--- src/rtl/fwa_pkg.sv ---
package fwa_pkg;
  localparam int RUN_BIT = 0;
  localparam int SHOT_BIT = 1;

  function automatic logic [23:0] slot_count(input logic [23:0] n);
    return (n == 24'd0) ? 24'd1 : n;
  endfunction
endpackage

--- src/rtl/fwa_slot_ctrl.sv ---
module fwa_slot_ctrl
  import fwa_pkg::*;
#(
  parameter int AW = 32,
  parameter int NW = 24
) (
  input  logic          clk,
  input  logic          rst_n,
  input  logic [1:0]    cfg_run,
  input  logic          cfg_commit,
  input  logic [NW-1:0] cfg_nbuf,
  input  logic [AW-1:0] cfg_base,
  input  logic [AW-1:0] cfg_buf_ofs,
  input  logic          buf_ack,
  input  logic          field_start,
  input  logic          field_end,
  input  logic          field_reuse,
  output logic          start_ok,
  output logic [AW-1:0] start_addr,
  output logic          field_done,
  output logic [AW-1:0] done_addr
);
  logic          restart_q;
  logic          hold_q;
  logic          cur_shot_q;
  logic [AW-1:0] next_addr_q, cur_addr_q;
  logic [NW-1:0] next_idx_q, cur_idx_q;
  logic [NW-1:0] start_idx, n_eff, idx_inc;
  logic          ring_last;

  assign start_ok   = cfg_run[RUN_BIT] & ~hold_q;
  assign start_addr = restart_q ? cfg_base : next_addr_q;
  assign start_idx  = restart_q ? '0 : next_idx_q;
  assign n_eff      = NW'(slot_count(24'(cfg_nbuf)));
  assign idx_inc    = cur_idx_q + NW'(1);
  assign ring_last  = idx_inc >= n_eff;

  always_ff @(posedge clk) begin
    if (!rst_n) begin
      restart_q   <= 1'b1;
      hold_q      <= 1'b0;
      cur_shot_q  <= 1'b0;
      next_addr_q <= '0;
      next_idx_q  <= '0;
      cur_addr_q  <= '0;
      cur_idx_q   <= '0;
      field_done  <= 1'b0;
      done_addr   <= '0;
    end else begin
      field_done <= 1'b0;
      if (field_start) begin
        cur_addr_q <= start_addr;
        cur_idx_q  <= start_idx;
        cur_shot_q <= cfg_run[SHOT_BIT];
        restart_q  <= 1'b0;
      end
      if (field_end) begin
        if (field_reuse) begin
          next_addr_q <= cur_addr_q;
          next_idx_q  <= cur_idx_q;
        end else begin
          field_done  <= 1'b1;
          done_addr   <= cur_addr_q;
          next_idx_q  <= ring_last ? '0 : idx_inc;
          next_addr_q <= ring_last ? cfg_base : cur_addr_q + cfg_buf_ofs;
          if (ring_last && cur_shot_q) hold_q <= 1'b1;
        end
      end
      if (buf_ack && hold_q) begin
        hold_q    <= 1'b0;
        restart_q <= 1'b1;
      end
      if (cfg_commit) begin
        hold_q    <= 1'b0;
        restart_q <= 1'b1;
      end
    end
  end


  hold_set_chk: assert property (@(posedge clk) disable iff (!rst_n)
    $rose(hold_q) |-> $past(field_end && !field_reuse));


  reuse_nodone_chk: assert property (@(posedge clk) disable iff (!rst_n)
    (field_end && field_reuse) |=> !field_done);


  slot_step_chk: assert property (@(posedge clk) disable iff (!rst_n)
    (field_end && !field_reuse && !ring_last && !cfg_commit)
      |=> next_addr_q == done_addr + $past(cfg_buf_ofs));
endmodule

--- src/rtl/fwa_raster.sv ---
module fwa_raster #(
  parameter int AW = 32,
  parameter int WW = 12,
  parameter int HW = 12
) (
  input  logic          clk,
  input  logic          rst_n,
  input  logic          pix_valid,
  output logic          pix_ready,
  input  logic          pix_sof,
  input  logic          pix_eol,
  input  logic          pix_eof,
  input  logic          pix_broken,
  output logic          wr_valid,
  input  logic          wr_ready,
  output logic [AW-1:0] wr_addr,
  input  logic          start_ok,
  input  logic [AW-1:0] start_addr,
  input  logic [WW-1:0] cfg_width,
  input  logic [HW-1:0] cfg_height,
  input  logic [AW-1:0] cfg_line_ofs,
  input  logic          cfg_ovr_broken,
  output logic          field_start,
  output logic          field_end,
  output logic          field_reuse,
  output logic          line_done,
  output logic [HW-1:0] line_idx
);
  logic          on_q, ovr_q;
  logic [HW-1:0] line_q, h_q;
  logic [WW-1:0] word_q, w_q;
  logic [AW-1:0] laddr_q, lofs_q;

  logic          act, in_crop, acc, ovr_c, short_f;
  logic [HW-1:0] cl, hc;
  logic [WW-1:0] cw, wc;
  logic [AW-1:0] la, lofs_c;
  logic [HW:0]   lines_seen;

  always_comb begin
    act    = pix_sof ? start_ok : on_q;
    cl     = pix_sof ? '0 : line_q;
    cw     = pix_sof ? '0 : word_q;
    la     = pix_sof ? start_addr : laddr_q;
    wc     = pix_sof ? cfg_width : w_q;
    hc     = pix_sof ? cfg_height : h_q;
    lofs_c = pix_sof ? cfg_line_ofs : lofs_q;
    ovr_c  = pix_sof ? cfg_ovr_broken : ovr_q;
  end

  assign in_crop     = (cw < wc) && (cl < hc);
  assign wr_valid    = pix_valid & act & in_crop;
  assign wr_addr     = la + AW'(cw);
  assign pix_ready   = ~wr_valid | wr_ready;
  assign acc         = pix_valid & pix_ready;
  assign field_start = acc & pix_sof & start_ok;
  assign field_end   = acc & pix_eof & on_q & ~pix_sof;
  assign lines_seen  = {1'b0, cl} + (HW+1)'(pix_eol);
  assign short_f     = lines_seen < {1'b0, hc};
  assign field_reuse = ovr_c & (pix_broken | short_f);

  always_ff @(posedge clk) begin
    if (!rst_n) begin
      on_q      <= 1'b0;
      ovr_q     <= 1'b0;
      line_q    <= '0;
      h_q       <= '0;
      word_q    <= '0;
      w_q       <= '0;
      laddr_q   <= '0;
      lofs_q    <= '0;
      line_done <= 1'b0;
      line_idx  <= '0;
    end else begin
      line_done <= 1'b0;
      if (acc) begin
        if (pix_sof) begin
          on_q   <= start_ok;
          w_q    <= cfg_width;
          h_q    <= cfg_height;
          lofs_q <= cfg_line_ofs;
          ovr_q  <= cfg_ovr_broken;
        end
        if (pix_eol) begin
          line_q    <= (cl < hc) ? cl + HW'(1) : cl;
          word_q    <= '0;
          laddr_q   <= la + lofs_c;
          line_done <= act & (cl < hc);
          line_idx  <= cl;
        end else begin
          line_q  <= cl;
          word_q  <= (cw < wc) ? cw + WW'(1) : cw;
          laddr_q <= la;
        end
        if (pix_eof && !pix_sof) on_q <= 1'b0;
      end
    end
  end


  line_idx_chk: assert property (@(posedge clk) disable iff (!rst_n)
    line_done |-> line_idx < h_q);


  word_step_chk: assert property (@(posedge clk) disable iff (!rst_n)
    (acc && wr_valid && !pix_eol && !pix_eof)
      |=> (!wr_valid || pix_sof || wr_addr == $past(wr_addr) + AW'(1)));


  stall_hold_chk: assert property (@(posedge clk) disable iff (!rst_n)
    (pix_valid && wr_valid && !wr_ready && !pix_sof)
      |=> (!pix_valid || pix_sof || wr_addr == $past(wr_addr)));
endmodule

--- src/rtl/field_addr_seq.sv ---
module field_addr_seq #(
  parameter int AW = 32,
  parameter int NW = 24,
  parameter int WW = 12,
  parameter int HW = 12
) (
  input  logic          clk,
  input  logic          rst_n,
  input  logic [1:0]    cfg_run,
  input  logic          cfg_commit,
  input  logic [NW-1:0] cfg_nbuf,
  input  logic [AW-1:0] cfg_base,
  input  logic [AW-1:0] cfg_buf_ofs,
  input  logic [AW-1:0] cfg_line_ofs,
  input  logic [WW-1:0] cfg_width,
  input  logic [HW-1:0] cfg_height,
  input  logic          cfg_ovr_broken,
  input  logic          buf_ack,
  input  logic          pix_valid,
  output logic          pix_ready,
  input  logic          pix_sof,
  input  logic          pix_eol,
  input  logic          pix_eof,
  input  logic          pix_broken,
  output logic          wr_valid,
  input  logic          wr_ready,
  output logic [AW-1:0] wr_addr,
  output logic          field_done,
  output logic [AW-1:0] done_addr,
  output logic          line_done,
  output logic [HW-1:0] line_idx
);
  logic          start_ok, field_start, field_end, field_reuse;
  logic [AW-1:0] start_addr;

  fwa_slot_ctrl #(.AW(AW), .NW(NW)) u_slot (
    .clk(clk), .rst_n(rst_n),
    .cfg_run(cfg_run), .cfg_commit(cfg_commit), .cfg_nbuf(cfg_nbuf),
    .cfg_base(cfg_base), .cfg_buf_ofs(cfg_buf_ofs), .buf_ack(buf_ack),
    .field_start(field_start), .field_end(field_end), .field_reuse(field_reuse),
    .start_ok(start_ok), .start_addr(start_addr),
    .field_done(field_done), .done_addr(done_addr)
  );

  fwa_raster #(.AW(AW), .WW(WW), .HW(HW)) u_rast (
    .clk(clk), .rst_n(rst_n),
    .pix_valid(pix_valid), .pix_ready(pix_ready), .pix_sof(pix_sof),
    .pix_eol(pix_eol), .pix_eof(pix_eof), .pix_broken(pix_broken),
    .wr_valid(wr_valid), .wr_ready(wr_ready), .wr_addr(wr_addr),
    .start_ok(start_ok), .start_addr(start_addr),
    .cfg_width(cfg_width), .cfg_height(cfg_height),
    .cfg_line_ofs(cfg_line_ofs), .cfg_ovr_broken(cfg_ovr_broken),
    .field_start(field_start), .field_end(field_end), .field_reuse(field_reuse),
    .line_done(line_done), .line_idx(line_idx)
  );


  done_after_end_chk: assert property (@(posedge clk) disable iff (!rst_n)
    field_done |-> $past(field_end));
endmodule

--- config.mk ---
export PLATFORM = sky130hd
export DESIGN_NAME = field_addr_seq
export DESIGN_NICKNAME = d
export VERILOG_FILES = /design/src/rtl/fwa_pkg.sv /design/src/rtl/fwa_slot_ctrl.sv /design/src/rtl/fwa_raster.sv /design/src/rtl/field_addr_seq.sv
export SDC_FILE = /design/constraint.sdc
export NUM_CORES = 1
export LEC_CHECK = 0
export BUFFER_PORTS_ARGS = -buffer_cell sky130_fd_sc_hd__buf_4
export CAP_MARGIN = 20
export CORE_ASPECT_RATIO = 0.6
export CORE_MARGIN = 2
export CORE_UTILIZATION = 54
export DETAILED_ROUTE_END_ITERATION = 6
export GPL_TIMING_DRIVEN = 0
export PLACE_DENSITY = 0.89
export SYNTH_ARGS = -nofsm -noshare
export SYNTH_HDL_FRONTEND = slang
export SYNTH_HIERARCHICAL = 1
export SYNTH_SLANG_ARGS = --single-unit
--- constraint.sdc ---
create_clock -name clk -period 5.1 [get_ports clk]
set_input_delay 0.765 -clock clk [delete_from_list [all_inputs] [get_ports clk]]
set_output_delay 0.765 -clock clk [all_outputs]
set_load 0.05 [all_outputs]
==> results.txt, run 1 <==
----------------------------------------------------
[Power]
  Maximum ir drop on the vdd rail ... 0.0002667 V
  Static Leak ... 10.01 nW
  Pwr/cell area ... 261.8 nW/um^2
  Post-route total power ... 6.097 mW

[Finish]
  Total area of multi-input combinational cells ... 12,960 um^2
  Post-layout nets ... 2,979
  Share of final-layout standard cells stronger than drive strength 1 ... 0.2105
  Flip-flop and latch area ... 5509 um^2
  Post-route insts no fill ... 3,181
  Area growth syn-to-layout ... 22.77%
  Fill cell count ... 2,917

[Yosys]
  Post-synth EDFFs ... 0
  Share of flip-flops with an asynchronous set or reset ... 0
  Number of nets in the synthesized netlist ... 2,687
  Average footprint of a synthesized cell ... 7.911 um^2
  Number of warnings printed during yosys synthesis ... 6
  Post-synthesis cell count ... 2,398
  Library cell with the largest summed area after synthesis ... dfxtp_1
  Ranking of synthesized cells by area ... dfxtp_1, ha_1, a21oi_1
  Post-synth cell types ... 93
  Register area share after synthesis ... 0.2902
  Synth top area share ... 0.2902
  Primary FF master, synth ... dfxtp_1
  Cell area after technology mapping ... 18,970 um^2
  Flop and latch count out of synthesis ... 275

[STA]
  Final critical-path share of the clock period ... 1.008
  Final-report hold violation count ... 0
  Final WS setup ... -38.44 ps
  Slew headroom ... 0.3367
  Final count of pins violating max slew ... 0
  Fmax ... 194.6 MHz
  Slew at the pin closest to its max-slew limit ... 984.6 ps
  Final critical path time including I/O delays and setup ... 5138 ps
  Fin Clk Skew ... 18.19 ps
  Setup violators final ... 4

[Clock network]
  Number of hold-repair buffers added at the cts stage ... 0
  Clock buffer count from CTS ... 28
  Master cell of the clock root buffer ... clkbuf_16
  Clk Latency, worst-skew pair ... 580 ps
  Clk pin slew, worst setup/hold paths ... 60 ps
  Clock net sink count ... 275
  Clock tree from TritonCTS ... done
  H-tree level count ... 1
  Clock buffer depth ... 3

[Critical path]
  Largest fanout on the critical path ... 10
  Required time reported for the critical path endpoint ... 5600 ps
  Element type at the critical path end ... flip-flop
  Category of the most critical setup path ... input port to flip-flop
  Data arrival time of the worst path ... 5640 ps
  Worst Setup Start Kind ... input port

[Floorplan]
  Die Width ... 246.0 um
  Initial core utilization ... 0.5449
  Core area ... 34,810 um^2
  Die span in y ... 149.2 um
  Area enclosed by the die boundary ... 36,700 um^2
  Count of standard-cell rows ... 53
  Number of top-level pins ... 237

[Detailed routing]
  Count of vias placed by the detailed router ... 20,769
  Number of search-and-repair iterations in the first detailed-routing pass ... 7
  Routed WL per cell ... 24.78 um
  Wire length after detailed routing ... 78,840 um
  Post-detailed-route count of antenna-violating nets ... 0
  Residual DRC ... 9
  Via density per instance ... 6.529
  Number of violations reported at the end of detailed-routing iteration 0 ... 3,134

[Run status]
  Run status ... finished with violations
  Violated checks ... DRC, setup timing

[GRT]
  Grt ovf ... 0
  Wire length of the first global-routing pass ... 115,900 um
  Antenna violations before repair ... 2
  Largest net degree at the start of global routing ... 15
  Global-route usage over all layers ... 0.4160
  Vias in the first global route ... 19,342

[Placement]
  Number of instances in the placed design ... 3,101
  Buffers added on ports ... 236
  Final weighted congestion in routability-driven placement ... 1.098
  Post-detail-place hpwl ... 60,670 um

[Hold path]
  HP Class ... input port to flip-flop

[Run]
  Max cap viols ... 0

----------------------------------------------------
-- final timing paths --
kind,startpoint,depth (start not counted),slack [ps],end
worst max-delay path,pix_sof,22,-40,u_slot/next_addr_q[25]$_SDFFE_PN0P_
worst min-delay path,cfg_commit,2,390,u_slot/hold_q$_SDFFE_PP0P_
worst max register to register,u_slot/cur_idx_q[0]$_SDFFE_PN0P_,15,270,u_slot/next_addr_q[20]$_SDFFE_PN0P_
worst min register to register,u_rast/lofs_q[30]$_SDFFE_PN0N_,2,460,u_rast/lofs_q[30]$_SDFFE_PN0N_
-- report_power, final --
group,total [mW],switching [mW],leakage (nW),internal [mW]
clock,2.34,0.968,0.503,1.38
sequential,2.26,0.0492,2.23,2.22
combinational,1.49,0.946,7.27,0.543
total,6.10,1.96,10.0,4.13
-- kinds of logic after synthesis --
| group | Yosys count | share of synthesized area |
|---|---|---|
| AO/OA/AOI/OAI | 668 | 0.2188 |
| XOR/XNOR | 116 | 0.05355 |
| adder cells (fa/ha/maj) | 133 | 0.08877 |
| buffers and inverters | 237 | 0.05316 |
| flip-flops | 275 | 0.2902 |
| multiplexers | 176 | 0.09827 |
| AND/OR/NAND/NOR | 793 | 0.1972 |
-- metrics by stage --
stage	TNS [ps]	hold WS (ps)	setup slack [ps]	area, um^2	utilization
after floorplan	-154.5	429.4	-136.2	19150	-
after global placement	-441260	435.7	-2379	21510	0.6178
after detailed placement	-455400	447.3	-2414	21510	0.6178
after CTS	0	380.7	3.192	23060	0.6624
after global routing	-280.0	379.8	-71.26	23290	0.6690
final	-64.14	388.9	-38.44	23290	0.6690
-- critical path, stage by stage --
cell and delay [ps]:
buf_6 110, buf_12 140, buf_12 140, buf_12 140
buf_4 240, buf_6 260, mux2i_2 340, ha_1 210
nand2_1 60, a2111o_1 390, a311oi_2 470, o21a_2 270
o31a_1 170, buf_6 150, nand2_4 110, nor2_4 330
inv_2 190, nor2_1 230, nand2_1 200, inv_1 240
nand2_2 200, o22ai_1 240
-- cell usage after synthesis (all sizes together) (4+ instances only) --
cell,n
nand2,297
dfxtp,275
a21oi,259
nor2,194
o21ai,142
ha,129
mux2i,94
clkbuf,91
inv,84
mux2,82
xnor2,73
buf,61
nor2b,57
nand3,52
a211oi,44
xor2,43
a21o,39
nand4,36
nor3,36
and3,27
a31oi,23
a22oi,18
nand2b,17
or3,17
a221oi,16
and2,15
o211ai,15
o21a,15
nor4,14
o21bai,13
o22ai,11
a32o,10
nor3b,10
o31ai,10
a311oi,8
a2111oi,6
and4,6
a21boi,5
nand3b,4
o2111ai,4
o31a,4
or2,4
-- registers in the layout, summed over array words and instances (netlist names) --
signal,cells
u_rast/line_idx,12
u_rast/w_q,12
u_rast/word_q,12
u_rast/h_q,12
u_slot/next_addr_q,32
u_rast/lofs_q,32
u_slot/cur_idx_q,24
u_slot/cur_addr_q,32
u_slot/hold_q,1
u_slot/cur_shot_q,1
u_slot/next_idx_q,24
u_slot/done_addr,32
u_rast/ovr_q,1
u_rast/laddr_q,32
u_rast/on_q,1
u_slot/field_done,1
u_rast/line_done,1
u_rast/line_q,12
u_slot/restart_q,1
-- final cells by class --
cell class                 count  share of cell area
timing repair buffer         265             0.08773
sequential                   275              0.2365
clock inverter                13            0.008273
multi-input combinational   1886              0.5564
clock buffer                  39             0.03535
tap                          467             0.02509
inverter                      85             0.01370
antenna                        2           0.0002149
buffer                       149             0.03669
-- what timing repair did --
item / 4_1_cts / 5_1_grt
hold endpoints to repair: 0 / 0
pin swaps: 16 / 15
gates resized for setup: 121 / 38
endpoints found under the setup margin: 303 / 229
buffers inserted: 14 / 15
cloned: 0 / 0
-- layout by cell type (no fill, tap or decap), types with 10 or more instances in the layout --
cell and n:
a211oi_1 42, a21o_1 39, a21oi_1 252, a221oi_1 13, a22oi_1 18, a31oi_1 22
a32o_1 10, and2_1 13, and3_1 27, buf_2 28, buf_4 267, buf_6 17
clkbuf_1 68, clkbuf_16 29, clkbuf_2 23, dfxtp_1 274, ha_1 125, inv_1 81
mux2_2 79, mux2i_1 89, nand2_1 292, nand2b_1 17, nand3_1 49, nand4_1 35
nor2_1 187, nor2b_1 53, nor3_1 31, nor4_1 14, o211ai_1 15, o21a_1 13
o21ai_0 128, o21ai_1 11, o21bai_1 13, o22ai_1 11, or3_1 17, xnor2_1 58
xnor2_2 15, xor2_1 40
-- per-layer routing --
metal	up-vias	track usage	wire (um)
li1	9177	-	-
met1	9836	0.6084	33600
met2	1542	0.5573	30260
met3	214	0.1509	12370
met4	0	0.1300	2608
met5	-	0	0
Note: power is estimated with default switching activity, not from simulation.
==> run 2, diff against run 1 <==
--- a/config.mk
+++ b/config.mk
@@ -12,7 +12,7 @@
 export CORE_UTILIZATION = 54
 export DETAILED_ROUTE_END_ITERATION = 6
 export GPL_TIMING_DRIVEN = 0
-export PLACE_DENSITY = 0.89
+export PLACE_DENSITY = 0.78
 export SYNTH_ARGS = -nofsm -noshare
 export SYNTH_HDL_FRONTEND = slang
 export SYNTH_HIERARCHICAL = 1
==> results.txt, run 2 (synthesis gave the netlist of run 1 again) <==
----------------------------------------------------
[Power]
  Post-route total power ... 6.266 mW
  Pwr/cell area ... 267.6 nW/um^2
  Static Leak ... 10.04 nW
  Maximum ir drop on the vdd rail ... 0.0002843 V

[Run status]
  Violated checks ... setup timing
  Run status ... finished with violations

[Clock network]
  Clk pin slew, worst setup/hold paths ... 70 ps
  Clk Latency, worst-skew pair ... 590 ps
  Clock tree from TritonCTS ... done
  H-tree level count ... 1
  Number of hold-repair buffers added at the cts stage ... 0
  Clock buffer depth ... 3
  Clock net sink count ... 275
  Master cell of the clock root buffer ... clkbuf_16
  Clock buffer count from CTS ... 29

[Critical path]
  Data arrival time of the worst path ... 4360 ps
  Largest fanout on the critical path ... 7
  R2R cell count ... 15
  Element type at the critical path end ... primary output
  RR Endpoint ... u_slot/next_addr_q[23]$_SDFFE_PN0P_
  Required time reported for the critical path endpoint ... 4340 ps
  Worst reg-to-reg setup slack ... 320 ps
  Worst Setup Start Kind ... input port
  Category of the most critical setup path ... input port to primary output
  Launching point of the worst reg2reg path ... u_slot/cur_idx_q[0]$_SDFFE_PN0P_

[Finish]
  Share of final-layout standard cells stronger than drive strength 1 ... 0.2136
  Area growth syn-to-layout ... 23.43%
  Highest-count cells in the layout ignoring fill and taps ... nand2_1, dfxtp_1, buf_4, a21oi_1, nor2_1
  Most frequent standard cell in the layout excluding fill and tap cells ... nand2_1
  Post-layout instance area ... 23,420 um^2
  Post-layout nets ... 2,981

[STA]
  Final count of pins violating max slew ... 0
  Final critical-path share of the clock period ... 1.005
  Slew headroom ... 0.2575
  Final-report hold violation count ... 0
  Setup violators final ... 1
  Final critical path time including I/O delays and setup ... 5124 ps
  Final WS setup ... -23.83 ps
  Fin Clk Skew ... 28.28 ps
  Slew at the pin closest to its max-slew limit ... 1114 ps
  Fmax ... 195.2 MHz

[Detailed routing]
  Number of violations reported at the end of detailed-routing iteration 0 ... 2,986
  Via density per instance ... 6.461
  Number of search-and-repair iterations in the first detailed-routing pass ... 6
  Post-detailed-route count of antenna-violating nets ... 0
  Count of vias placed by the detailed router ... 20,571
  Routed WL per cell ... 24.76 um
  Residual DRC ... 0
  Wire length after detailed routing ... 78,840 um

[Placement]
  Placed cell areas ... 21,510 um^2
  Final weighted congestion in routability-driven placement ... 1.020
  Buffers added on ports ... 236
  Post-detail-place hpwl ... 61,280 um

[Hold path]
  Worst hold path endpoint ... u_slot/hold_q$_SDFFE_PP0P_
  Worst min-delay path startpoint ... cfg_commit
  Worst hold path stage count ... 2
  HP Class ... input port to flip-flop

[GRT]
  Vias in the first global route ... 18,870
  Met1 capacity usage during global routing ... 0.6365
  Met3 demand-to-capacity share in global routing ... 0.1380
  Global-route usage over all layers ... 0.4143
  Wire length of the first global-routing pass ... 115,000 um
  Grt ovf ... 0
  Largest net degree at the start of global routing ... 15
  Antenna violations before repair ... 4
  Met2 layer usage reported by global route ... 0.5347
  Global-route layer with the greatest usage ... met1

[Floorplan]
  Number of top-level pins ... 237
  Initial core utilization ... 0.5449
  Core area ... 34,810 um^2
  Die Width ... 246.0 um
  Area enclosed by the die boundary ... 36,700 um^2
  Die span in y ... 149.2 um
  Count of standard-cell rows ... 53

[Run]
  Max cap viols ... 0

----------------------------------------------------
[run 2: worst max path at each step]
stage / start / to / slack, ps / cells after the start
CTS: pix_sof / u_slot/done_addr[20]$_SDFFE_PN0P_ / 0.4 / 23
floorplan: pix_sof / pix_ready / -140 / 16
finish: pix_sof / wr_addr[20] / -20 / 19
global route: pix_sof / wr_addr[20] / -20 / 19
global placement: pix_sof / u_slot/done_addr[22]$_SDFFE_PN0P_ / -2500 / 23
detailed placement: pix_sof / u_slot/next_idx_q[11]$_SDFFE_PN0P_ / -2490 / 21
[run 2: final cells by class]
type	count	area (um^2)
Clock buffer	33	780.7
Sequential cell	275	5509
Tap cell	467	584.3
Buffer	150	872.1
Timing Repair Buffer	265	2041
Clock inverter	21	325.3
Fill cell	2950	11400
Inverter	85	319.1
Multi-Input combinational cell	1886	12980
Antenna cell	2	5.005
[run 2: critical path, cell delays in order]
cell and delay (ps):
buf_6 120, buf_12 140, buf_12 130, buf_12 140
buf_12 130, buf_12 140, mux2_4 340, ha_4 180
fa_2 390, a21oi_4 190, o21ai_4 100, a211oi_2 280
nor3_2 100, a41oi_2 260, a21oi_4 120, buf_6 160
and3_1 210, xor2_2 240, buf_6 200
[run 2: what timing repair did]
action | in CTS | in global routing
setup endpoints to repair | 303 | 167
buffers inserted | 10 | 19
gates resized for setup | 91 | 73
pin swaps | 8 | 18
[run 2: routing by layer]
metal  up-vias  wire length [um]
met2      1433             29570
met5         -                 0
met4         0              2141
met1      9826             34740
li1       9163                 -
met3       149             12390
[run 2: through the flow]
step                TNS (ps)  setup WS, ps    util  hold WS, ps  instances
finish                -23.83        -23.83  0.6726        363.4       3184
global route          -21.15        -18.44  0.6726        368.4       3184
CTS                        0        0.3579  0.6608        350.3       3164
detailed placement   -449830         -2487  0.6178        441.6       3101
global placement     -446620         -2497  0.6178        436.4       3101
floorplan             -154.5        -136.2       -        429.4       2398
[run 2: power breakdown]
group,switching [mW],internal (mW)
registers,0.0479,2.22
logic,0.948,0.545
clock network,1.00,1.51
==> run 3, diff against run 2 <==
--- a/config.mk
+++ b/config.mk
@@ -9,10 +9,10 @@
 export CAP_MARGIN = 20
 export CORE_ASPECT_RATIO = 0.6
 export CORE_MARGIN = 2
-export CORE_UTILIZATION = 54
+export CORE_UTILIZATION = 60
 export DETAILED_ROUTE_END_ITERATION = 6
 export GPL_TIMING_DRIVEN = 0
-export PLACE_DENSITY = 0.78
+export PLACE_DENSITY = 0.86
 export SYNTH_ARGS = -nofsm -noshare
 export SYNTH_HDL_FRONTEND = slang
 export SYNTH_HIERARCHICAL = 1
==> constraint.sdc (replaced) <==
create_clock -name clk -period 6.4 [get_ports clk]
set_input_delay 0.96 -clock clk [delete_from_list [all_inputs] [get_ports clk]]
set_output_delay 0.96 -clock clk [all_outputs]
set_load 0.05 [all_outputs]
==> results.txt, run 3 (synthesis gave the netlist of run 1 again) <==
----------------------------------------------------
[Hold path]
  HP Class ... flip-flop to flip-flop

[Critical path]
  Category of the most critical setup path ... input port to flip-flop
  CP Capture Point ... u_slot/cur_idx_q[22]$_SDFFE_PN0P_
  Worst reg-to-reg setup slack ... 1060 ps
  R2R cell count ... 14
  Worst Setup Start Kind ... input port
  Largest fanout on the critical path ... 19
  RR Endpoint ... u_rast/laddr_q[20]$_SDFFE_PN0N_
  Element type at the critical path end ... flip-flop
  Startpoint of the worst setup timing path ... pix_sof
  Launching point of the worst reg2reg path ... u_slot/restart_q$_SDFFE_PP1P_
  Required time reported for the critical path endpoint ... 6900 ps
  Data arrival time of the worst path ... 6880 ps

[Power]
  Pwr/cell area ... 214.6 nW/um^2
  Post-route total power ... 4.822 mW
  Static Leak ... 9.624 nW
  Maximum ir drop on the vdd rail ... 0.0002034 V

[Floorplan]
  Initial core utilization ... 0.6089
  Die Width ... 233.6 um
  Die span in y ... 141.7 um
  Core area ... 31,150 um^2
  Area enclosed by the die boundary ... 33,100 um^2
  Count of standard-cell rows ... 50
  Number of top-level pins ... 237

[STA]
  Slew at the pin closest to its max-slew limit ... 1038 ps
  Setup violators final ... 0
  Fin Clk Skew ... 17.55 ps
  Final critical path time including I/O delays and setup ... 6381 ps
  Final WS setup ... 18.93 ps
  Slew headroom ... 0.3078
  Fmax ... 156.7 MHz
  Final critical-path share of the clock period ... 0.9970
  Worst slack on hold paths ... 454.3 ps
  Final-report hold violation count ... 0
  Setup repair after global routing missed its margin ... false
  Final count of pins violating max slew ... 0

[Detailed routing]
  Count of vias placed by the detailed router ... 20,946
  Wire length after detailed routing ... 79,510 um
  Number of violations reported at the end of detailed-routing iteration 0 ... 3,571
  Residual DRC ... 0
  Routed WL per cell ... 25.61 um
  Number of search-and-repair iterations in the first detailed-routing pass ... 6
  Post-detailed-route count of antenna-violating nets ... 0
  Via density per instance ... 6.746

[Clock network]
  Clock net sink count ... 275
  Clock buffer count from CTS ... 28
  Clk pin slew, worst setup/hold paths ... 70 ps
  Clock buffer depth ... 3
  Clk Latency, worst-skew pair ... 580 ps
  Clock tree from TritonCTS ... done
  Master cell of the clock root buffer ... clkbuf_16
  H-tree level count ... 1

[Run]
  Max cap viols ... 0

[GRT]
  Largest net degree at the start of global routing ... 20
  Vias in the first global route ... 19,216
  Wire length of the first global-routing pass ... 116,200 um
  Global-route usage over all layers ... 0.4640
  Antenna violations before repair ... 0
  Grt ovf ... 0

[Finish]
  Most frequent standard cell in the layout excluding fill and tap cells ... nand2_1
  Highest-count cells in the layout ignoring fill and taps ... nand2_1, dfxtp_1, a21oi_1, buf_4, nor2_1
  Post-layout nets ... 2,955
  Post-layout instance area ... 22,470 um^2
  Area growth syn-to-layout ... 18.45%
  Share of final-layout standard cells stronger than drive strength 1 ... 0.1775

[Run status]
  Run status ... finished clean

[Placement]
  Worst slack after detailed placement ... -1564 ps
  Buffers added on ports ... 236
  Post-detail-place hpwl ... 61,760 um
  Final weighted congestion in routability-driven placement ... 1.079
  Placed cell areas ... 21,270 um^2

----------------------------------------------------
## run 3: metal layers
layer  global-route usage  up-vias  part of all wire
met5                    0        -                 0
met4               0.1352        0             0.033
met3               0.1803      239              0.17
met2               0.6045     1762              0.37
met1               0.6898     9833              0.43
li1                     -     9112                 -
## run 3: worst min-delay path by stage
stage | startpoint | end | slack (ps) | cells after the start
after floorplan | u_rast/laddr_q[10]$_SDFFE_PN0N_ | u_rast/laddr_q[10]$_SDFFE_PN0N_ | 430 | 2
after global placement | u_rast/laddr_q[1]$_SDFFE_PN0N_ | u_rast/laddr_q[1]$_SDFFE_PN0N_ | 440 | 2
after detailed placement | u_rast/lofs_q[20]$_SDFFE_PN0N_ | u_rast/lofs_q[20]$_SDFFE_PN0N_ | 450 | 2
after CTS | u_rast/laddr_q[7]$_SDFFE_PN0N_ | u_rast/laddr_q[7]$_SDFFE_PN0N_ | 450 | 2
after global routing | u_rast/lofs_q[20]$_SDFFE_PN0N_ | u_rast/lofs_q[20]$_SDFFE_PN0N_ | 470 | 2
final | u_rast/lofs_q[20]$_SDFFE_PN0N_ | u_rast/lofs_q[20]$_SDFFE_PN0N_ | 450 | 2
## run 3: area by class of cell
class,instances,area (um^2)
Buffer,150,719.4
Timing Repair Buffer,240,1802
Clock buffer,36,812.0
Sequential cell,275,5505
Antenna cell,1,2.502
Tap cell,416,520.5
Inverter,85,319.1
Multi-Input combinational cell,1886,12570
Clock inverter,16,216.5
Fill cell,2403,8685
## run 3: what timing repair did
item	CTS	global route
hold buffers	0	0
setup endpoints to repair	173	135
pin swaps	1	1
setup buffers	2	2
hold endpoints to repair	0	0
resized for setup	22	27
## run 3: power breakdown
group | switching, mW | internal (mW) | leakage (nW)
registers | 0.0386 | 1.77 | 2.23
logic | 0.743 | 0.402 | 6.87
clock network | 0.776 | 1.10 | 0.516
total | 1.56 | 3.26 | 9.62
## run 3: worst max-delay path, stage by stage
cell and delay [ps]:
buf_4 140, buf_4 230, buf_6 240, buf_8 260, buf_2 360, clkbuf_4 420, clkbuf_2 420, nor2b_1 170
ha_1 320, and4_1 220, nand3_1 150, o21ai_4 440, o31a_1 220, buf_6 150, buf_6 150, and3_1 230
clkbuf_1 340, nor2b_1 580, clkbuf_1 520, a21oi_1 170, nor2_1 140
## run 3: metrics by stage
step                TNS [ps]  utilization  cells
detailed placement   -223740       0.6827   3050
CTS                        0       0.7180   3103
finish                     0       0.7212   3105
global placement     -222340       0.6827   3050
global route               0       0.7212   3104
floorplan                  0            -   2398
